===== config.mk =====
export PLATFORM = sky130hd
export DESIGN_NAME = hub_bringup_seq
export DESIGN_NICKNAME = d
export VERILOG_FILES = /design/src/rtl/hub_bringup_pkg.sv /design/src/rtl/hub_rst_sync.sv /design/src/rtl/hub_state_ctl.sv /design/src/rtl/hub_clksel.sv /design/src/rtl/hub_dev_regs.sv /design/src/rtl/hub_bringup_seq.sv
export SDC_FILE = /design/constraint.sdc
export NUM_CORES = 1
export LEC_CHECK = 0
export BUFFER_PORTS_ARGS = -buffer_cell sky130_fd_sc_hd__buf_2
export CAP_MARGIN = 20
export CORE_MARGIN = 1
export CORE_UTILIZATION = 47
export CTS_BUF_LIST = sky130_fd_sc_hd__clkbuf_2 sky130_fd_sc_hd__clkbuf_4 sky130_fd_sc_hd__clkbuf_8
export DETAILED_ROUTE_END_ITERATION = 8
export GPL_TIMING_DRIVEN = 0
export HOLD_SLACK_MARGIN = 0.15
export PLACE_DENSITY = 0.82
export RECOVER_POWER = 25
export SYNTH_ARGS = -nofsm -noshare
export SYNTH_HDL_FRONTEND = slang
export SYNTH_SLANG_ARGS = --single-unit

===== constraint.sdc =====
create_clock -name clk_i -period 2.7 [get_ports clk_i]
set_clock_uncertainty 0.2 [all_clocks]
set_input_delay 0.405 -clock clk_i [delete_from_list [all_inputs] [get_ports clk_i]]
set_output_delay 0.405 -clock clk_i [all_outputs]
set_load 0.005 [all_outputs]

===== src/rtl/hub_bringup_pkg.sv =====
package hub_bringup_pkg;

   typedef enum logic [1:0] {
      ST_RESET    = 2'd0,
      ST_CONFIG   = 2'd1,
      ST_WAIT     = 2'd2,
      ST_ATTACHED = 2'd3
   } hub_state_e;

   localparam int FREQ_W   = 9;
   localparam int REFSEL_W = 2;

   // Reference frequency in 100 kHz units for each select code.
   function automatic logic [FREQ_W-1:0] refsel_to_freq(input logic [REFSEL_W-1:0] sel);
      logic [FREQ_W-1:0] f;
      case (sel)
         2'b00:   f = FREQ_W'(384);
         2'b01:   f = FREQ_W'(260);
         2'b10:   f = FREQ_W'(192);
         default: f = FREQ_W'(120);
      endcase
      return f;
   endfunction

endpackage


===== src/rtl/hub_rst_sync.sv =====
module hub_rst_sync #(
   parameter int STAGES = 2
) (
   input  logic clk_i,
   input  logic req_i,
   output logic rst_o
);
   generate
      if (STAGES < 2) begin : g_bad_stages
         $error("hub_rst_sync: STAGES must be at least 2");
      end
   endgenerate

   logic [STAGES-1:0] chain_q;

   always_ff @(posedge clk_i) begin
      chain_q <= {chain_q[STAGES-2:0], req_i};
   end

   assign rst_o = chain_q[STAGES-1];
endmodule


===== src/rtl/hub_state_ctl.sv =====
module hub_state_ctl
   import hub_bringup_pkg::*;
#(
   parameter int CFG_CYCLES = 4
) (
   input  logic       clk_i,
   input  logic       rst_i,
   input  logic       conn_en_i,
   input  logic       cfg_master_i,
   input  logic       attach_set_i,
   output hub_state_e state_o,
   output logic       attach_q_o,
   output logic       stay_att_o,
   output logic       latch_now_o
);
   localparam int CNT_W = $clog2(CFG_CYCLES + 1);

   generate
      if (CFG_CYCLES < 1) begin : g_bad_cfg
         $error("hub_state_ctl: CFG_CYCLES must be at least 1");
      end
   endgenerate

   hub_state_e        state_q, state_d;
   logic [CNT_W-1:0]  cnt_q;
   logic              attach_q;
   logic              may_attach;

   assign may_attach = conn_en_i && (!cfg_master_i || attach_q);

   always_comb begin
      state_d = state_q;
      case (state_q)
         ST_RESET:    state_d = ST_CONFIG;
         ST_CONFIG:   if (cnt_q == CNT_W'(CFG_CYCLES - 1)) state_d = ST_WAIT;
         ST_WAIT:     if (may_attach) state_d = ST_ATTACHED;
         ST_ATTACHED: if (!conn_en_i) state_d = ST_WAIT;
         default:     state_d = ST_RESET;
      endcase
   end

   always_ff @(posedge clk_i) begin
      if (rst_i) begin
         state_q  <= ST_RESET;
         cnt_q    <= '0;
         attach_q <= 1'b0;
      end else begin
         state_q <= state_d;
         if (state_q == ST_CONFIG) cnt_q <= cnt_q + CNT_W'(1);
         else                      cnt_q <= '0;
         if (attach_set_i) attach_q <= 1'b1;
      end
   end

   assign state_o     = state_q;
   assign attach_q_o  = attach_q;
   assign stay_att_o  = (state_q == ST_ATTACHED) && conn_en_i;
   assign latch_now_o = (state_q == ST_RESET) && !rst_i;
endmodule


===== src/rtl/hub_clksel.sv =====
module hub_clksel
   import hub_bringup_pkg::*;
#(
   parameter bit REG_OUT = 1'b0
) (
   input  logic                clk_i,
   input  logic                rst_i,
   input  logic                latch_now_i,
   input  logic [REFSEL_W-1:0] refsel_i,
   output logic [REFSEL_W-1:0] refsel_q_o,
   output logic [FREQ_W-1:0]   freq_o
);
   logic [REFSEL_W-1:0] sel_q;

   always_ff @(posedge clk_i) begin
      if (rst_i)            sel_q <= '0;
      else if (latch_now_i) sel_q <= refsel_i;
   end

   assign refsel_q_o = sel_q;

   generate
      if (REG_OUT) begin : g_reg_freq
         logic [FREQ_W-1:0] freq_q;
         always_ff @(posedge clk_i) begin
            if (rst_i) freq_q <= refsel_to_freq('0);
            else       freq_q <= refsel_to_freq(sel_q);
         end
         assign freq_o = freq_q;
      end else begin : g_comb_freq
         assign freq_o = refsel_to_freq(sel_q);
      end
   endgenerate
endmodule


===== src/rtl/hub_dev_regs.sv =====
module hub_dev_regs #(
   parameter int ADDR_W = 7
) (
   input  logic              clk_i,
   input  logic              rst_i,
   input  logic              stay_att_i,
   input  logic              bus_rst_i,
   input  logic              set_addr_i,
   input  logic [ADDR_W-1:0] addr_i,
   input  logic              set_cfg_i,
   input  logic              susp_set_i,
   output logic [ADDR_W-1:0] addr_o,
   output logic              cfg_o,
   output logic              susp_o
);
   generate
      if (ADDR_W < 1) begin : g_bad_addr
         $error("hub_dev_regs: ADDR_W must be at least 1");
      end
   endgenerate

   logic              clear;
   logic [ADDR_W-1:0] addr_q;
   logic              cfg_q, susp_q;

   assign clear = rst_i || !stay_att_i || bus_rst_i;

   always_ff @(posedge clk_i) begin
      if (clear) begin
         addr_q <= '0;
         cfg_q  <= 1'b0;
         susp_q <= 1'b0;
      end else begin
         if (set_addr_i) addr_q <= addr_i;
         if (set_cfg_i)  cfg_q  <= 1'b1;
         if (susp_set_i) susp_q <= 1'b1;
      end
   end

   assign addr_o = addr_q;
   assign cfg_o  = cfg_q;
   assign susp_o = susp_q;
endmodule


===== src/rtl/hub_bringup_seq.sv =====
module hub_bringup_seq
   import hub_bringup_pkg::*;
#(
   parameter int ADDR_W     = 7,
   parameter int N_DS_PORTS = 3,
   parameter int CFG_CYCLES = 4,
   parameter int SYNC_STAGES = 2,
   parameter bit REG_FREQ   = 1'b0
) (
   input  logic              clk_i,
   input  logic              chip_rst_req_i,
   input  logic              bus_rst_i,
   input  logic [1:0]        refsel_i,
   input  logic              conn_en_i,
   input  logic              cfg_master_i,
   input  logic              attach_set_i,
   input  logic              link_stb_i,
   input  logic              link_dat_i,
   input  logic              set_addr_i,
   input  logic [ADDR_W-1:0] addr_i,
   input  logic              set_cfg_i,
   input  logic              susp_set_i,
   output logic [1:0]        state_o,
   output logic              pullup_o,
   output logic              phy_en_o,
   output logic              hsic_stb_o,
   output logic              hsic_dat_o,
   output logic [1:0]        refsel_lat_o,
   output logic [8:0]        freq_code_o,
   output logic [ADDR_W-1:0] dev_addr_o,
   output logic              configured_o,
   output logic              suspended_o,
   output logic [N_DS_PORTS-1:0] ds_port_rst_o
);
   generate
      if (N_DS_PORTS < 1) begin : g_bad_ports
         $error("hub_bringup_seq: N_DS_PORTS must be at least 1");
      end
      if (FREQ_W != 9) begin : g_bad_freq
         $error("hub_bringup_seq: frequency code width mismatch");
      end
   endgenerate

   logic       rst_s;
   hub_state_e state;
   logic       attach_q;
   logic       stay_att;
   logic       latch_now;

   hub_rst_sync #(.STAGES(SYNC_STAGES)) u_sync (
      .clk_i (clk_i),
      .req_i (chip_rst_req_i),
      .rst_o (rst_s)
   );

   hub_state_ctl #(.CFG_CYCLES(CFG_CYCLES)) u_ctl (
      .clk_i        (clk_i),
      .rst_i        (rst_s),
      .conn_en_i    (conn_en_i),
      .cfg_master_i (cfg_master_i),
      .attach_set_i (attach_set_i),
      .state_o      (state),
      .attach_q_o   (attach_q),
      .stay_att_o   (stay_att),
      .latch_now_o  (latch_now)
   );

   hub_clksel #(.REG_OUT(REG_FREQ)) u_clk (
      .clk_i       (clk_i),
      .rst_i       (rst_s),
      .latch_now_i (latch_now),
      .refsel_i    (refsel_i),
      .refsel_q_o  (refsel_lat_o),
      .freq_o      (freq_code_o)
   );

   hub_dev_regs #(.ADDR_W(ADDR_W)) u_regs (
      .clk_i      (clk_i),
      .rst_i      (rst_s),
      .stay_att_i (stay_att),
      .bus_rst_i  (bus_rst_i),
      .set_addr_i (set_addr_i),
      .addr_i     (addr_i),
      .set_cfg_i  (set_cfg_i),
      .susp_set_i (susp_set_i),
      .addr_o     (dev_addr_o),
      .cfg_o      (configured_o),
      .susp_o     (suspended_o)
   );

   // HSIC lines are held low through chip reset.
   logic stb_q, dat_q;
   always_ff @(posedge clk_i) begin
      if (rst_s) begin
         stb_q <= 1'b0;
         dat_q <= 1'b0;
      end else begin
         stb_q <= link_stb_i;
         dat_q <= link_dat_i;
      end
   end

   assign hsic_stb_o = stb_q;
   assign hsic_dat_o = dat_q;
   assign state_o    = state;
   assign pullup_o   = (state == ST_ATTACHED);
   assign phy_en_o   = (state != ST_RESET);

   // Downstream resets follow the chip reset only; bus reset never reaches them.
   generate
      for (genvar g = 0; g < N_DS_PORTS; g++) begin : g_ds_rst
         assign ds_port_rst_o[g] = (state == ST_RESET);
      end
   endgenerate
endmodule


==> impl_metrics.ini <==
[grt]
grt_usage_pct = 17.2
grt_max_degree = 13
grt_pass1_vias = 635
grt_remaining_overflow = 0
antenna_found_initial = 0
grt_pass1_wl_um = 2490

[power_and_ir_drop]
vdd_drop_max_uv = 405
seqPwrFrac_pct = 60.3
p_switching_uw = 122
total_power_uw = 534
sw_frac_of_total_pct = 22.8
p_per_area_mw_per_mm2 = 477
combPwrFrac_pct = 12.5
pwr-share-clk_pct = 27.2
intPower_uw = 412
power_leakage_nw = 0.585

[timing]
period_share_pct = 75.0
timing.fmax_mhz = 494
grt_setup_unrepaired = no
setup_slack_ps = 675
hold_viol = 0
slew_viol_final = 0
fin_setup_tns_ps = 0
setup_viol = 0
post-route-min-period_ps = 2030

[synthesis]
synthFlopType = dfxtp_1
synth_cell_type_count = 23
ys_top_cells_by_area = dfxtp_1, mux2i_1, buf_4
synthTopCellsByCount = dfxtp_1, nor2_1, nor3_1
synth_edf_count = 0
syn_inst = 84
async_flop_share_pct = 0
synth.avg_cell_area_um2 = 9.95
synthesis.area_um2 = 836
yosys_warnings = 0
synth_seq_cells = 21
synth.yosys.seq_area_share_pct = 50.3
synth_top_area_share_pct = 50.3
yosys.cell_count.top_type = dfxtp_1
synth_top_cell_by_area = dfxtp_1

[critical_path]
crit_family = buffers and inverters
path_buf_inv = 4
r2r_setup_slack_ps = 1060
critPathMaxStageDelay_ps = 330
start_kind = flop
crit_type = flop to output pin
cp_cell_sequence = clkbuf_1, or2_2, inv_1, buf_4, buf_2
crit_slowest_cell = dfxtp_1
r2r-end = u_regs.cfg_o
cp_max_fo = 10
worstPathArrival_ps = 1420
r2r_cells = 3
critPathRequiredTime_ps = 2100
r2r_start = u_ctl.state_o[1]
crit_path_end_kind = output pin

[cts]
clock_latency_ps = 290
cts.sinks = 21
clockBufferDepth = 2
cts_tree = done
numCtsBuffers = 3
cts-root-buf = clkbuf_4
clk_pin_slew_worst_paths_ps = 120
post_cts_buffers = 0
htree_levels = 1

[floorplan]
core-area_mm2 = 0.00158
initial_core_util_pct = 53.0
ios = 49
dieArea_mm2 = 0.00195
die_h_um = 44.2
std_cell_rows = 14
die_w_um = 44.2

[min_path]
hp-class = flop to flop
hold_end = u_sync.chain_q[1]
min_path_cells = 0
min_from = u_sync.chain_q[0]

[drt]
vias = 731
drt_iter0_drc = 8
routedWlPerCell_um = 10.5
drt_wl_total_um = 1610
dr.pass1.iters = 7
ant_nets = 0
viasPerCell = 4.78
route.detailed.drc = 3

[placed_design]
gp_congestion = 0.674
port_buffers = 44
dp_hpwl_um = 1240
pre_cts_ws_ps = 1070
dp_cells = 145

[run_status]
violations = DRC
outcome = finished, violations left

[run]
drv_cap = 0

[cells_and_area]
synthToLayoutAreaGrowth_pct = 34.1
antenna_cells = 0
multi_input_comb_area_um2 = 298
fin_util_pct = 71.1
fin_cells = 153
final_nets = 160
layout-drive-gt1-share_pct = 41.6
fillerInstances = 130
seq_area_um2 = 420
-- layout by cell type, fill, tap and decap left out, types with 2 or more instances in the layout --
cell type | netlist | final
mux2i_1 | 7 | 7
dfxtp_1 | 21 | 21
clkbuf_1 | 1 | 3
conb_1 | 1 | 2
clkbuf_4 | 0 | 3
nor2_1 | 10 | 10
nor2b_1 | 2 | 2
buf_4 | 7 | 6
dlygate4sd3_1 | 0 | 4
or3b_1 | 3 | 3
inv_1 | 5 | 5
a21oi_1 | 3 | 3
ha_1 | 2 | 2
nor3_1 | 9 | 9
buf_2 | 1 | 45
o21ai_0 | 2 | 2
-- kinds of logic (layout without fill, tap and decap cells) --
| logic type | Yosys count | in the layout | share of synthesized area, % |
|---|---|---|---|
| other | 1 | 2 | 0.449 |
| adders and majority gates | 2 | 2 | 2.99 |
| muxes | 7 | 7 | 8.38 |
| DFF | 21 | 21 | 50.3 |
| AOI/OAI and AO/OA | 7 | 7 | 4.94 |
| and+or+nand+nor | 29 | 29 | 20.2 |
| buffers and inverters | 17 | 69 | 12.7 |
-- area by class of cell --
type | instances | area share [%]
multi-input combinational | 47 | 26.6
clock inverter | 1 | 0.446
sequential | 21 | 37.5
timing repair buffer | 48 | 23.2
inverter | 5 | 1.67
buffer | 12 | 6.81
tap | 16 | 1.79
clock buffer | 3 | 2.01
-- metal layers --
layer | up-vias | share of wire, % | track usage [%]
met5 | - | 0 | 0
met4 | 0 | 0.62 | 5.45
met3 | 2 | 5.5 | 3.67
met2 | 27 | 54 | 35.3
met1 | 328 | 40 | 16.5
li1 | 374 | - | -
-- sequential cells by signal (all words and copies together), names as in the netlist --
| signal | count |
|---|---|
| hsic_dat_o | 1 |
| hsic_stb_o | 1 |
| u_clk.refsel_q_o | 2 |
| u_ctl.attach_q_o | 1 |
| u_ctl.cnt_q | 3 |
| u_ctl.state_o | 2 |
| u_regs.addr_o | 7 |
| u_regs.cfg_o | 1 |
| u_regs.susp_o | 1 |
| u_sync.chain_q | 2 |
-- how the worst max path moves through the flow --
stage | startpoint | endpoint | slack (ps) | depth (start not counted)
3_3_place_gp | u_ctl.state_o[1] | ds_port_rst_o[2] | 1090 | 5
6_report | u_ctl.state_o[1] | ds_port_rst_o[2] | 670 | 5
4_1_cts | u_ctl.state_o[1] | ds_port_rst_o[2] | 730 | 5
2_1_floorplan | u_ctl.state_o[1] | ds_port_rst_o[1] | 1130 | 4
5_1_grt | u_ctl.state_o[1] | ds_port_rst_o[2] | 560 | 5
3_5_place_dp | u_ctl.state_o[1] | ds_port_rst_o[2] | 1070 | 5
-- per-stage QoR --
stage	hold WS, ps	area, um2
floorplan	110	840
finish	151	1120
global placement	113	1080
global route	163	1120
CTS	152	1150
detailed placement	126	1080
-- worst reg2reg max path, cell delays in order (launching register included) --
cell and delay, ps:
dfxtp_1 350, clkbuf_1 300, nand4b_1 400, nor3_1 310
-- timing repair --
item,CTS,global route
resized for setup,0,0
hold buffers,4,0
hold endpoints to repair,4,0
-- power by group through the flow --
stage | clock network (mW) | registers [mW] | logic [mW]
6_report | 0.145 | 0.322 | 0.0667
3_5_place_dp | 0 | 0.330 | 0.0654
5_1_grt | 0.163 | 0.323 | 0.0740
3_3_place_gp | 0 | 0.329 | 0.0636
2_1_floorplan | 0 | 0.330 | 0.0373
4_1_cts | 0.149 | 0.323 | 0.0701
Note: power is estimated with default switching activity, not from simulation.
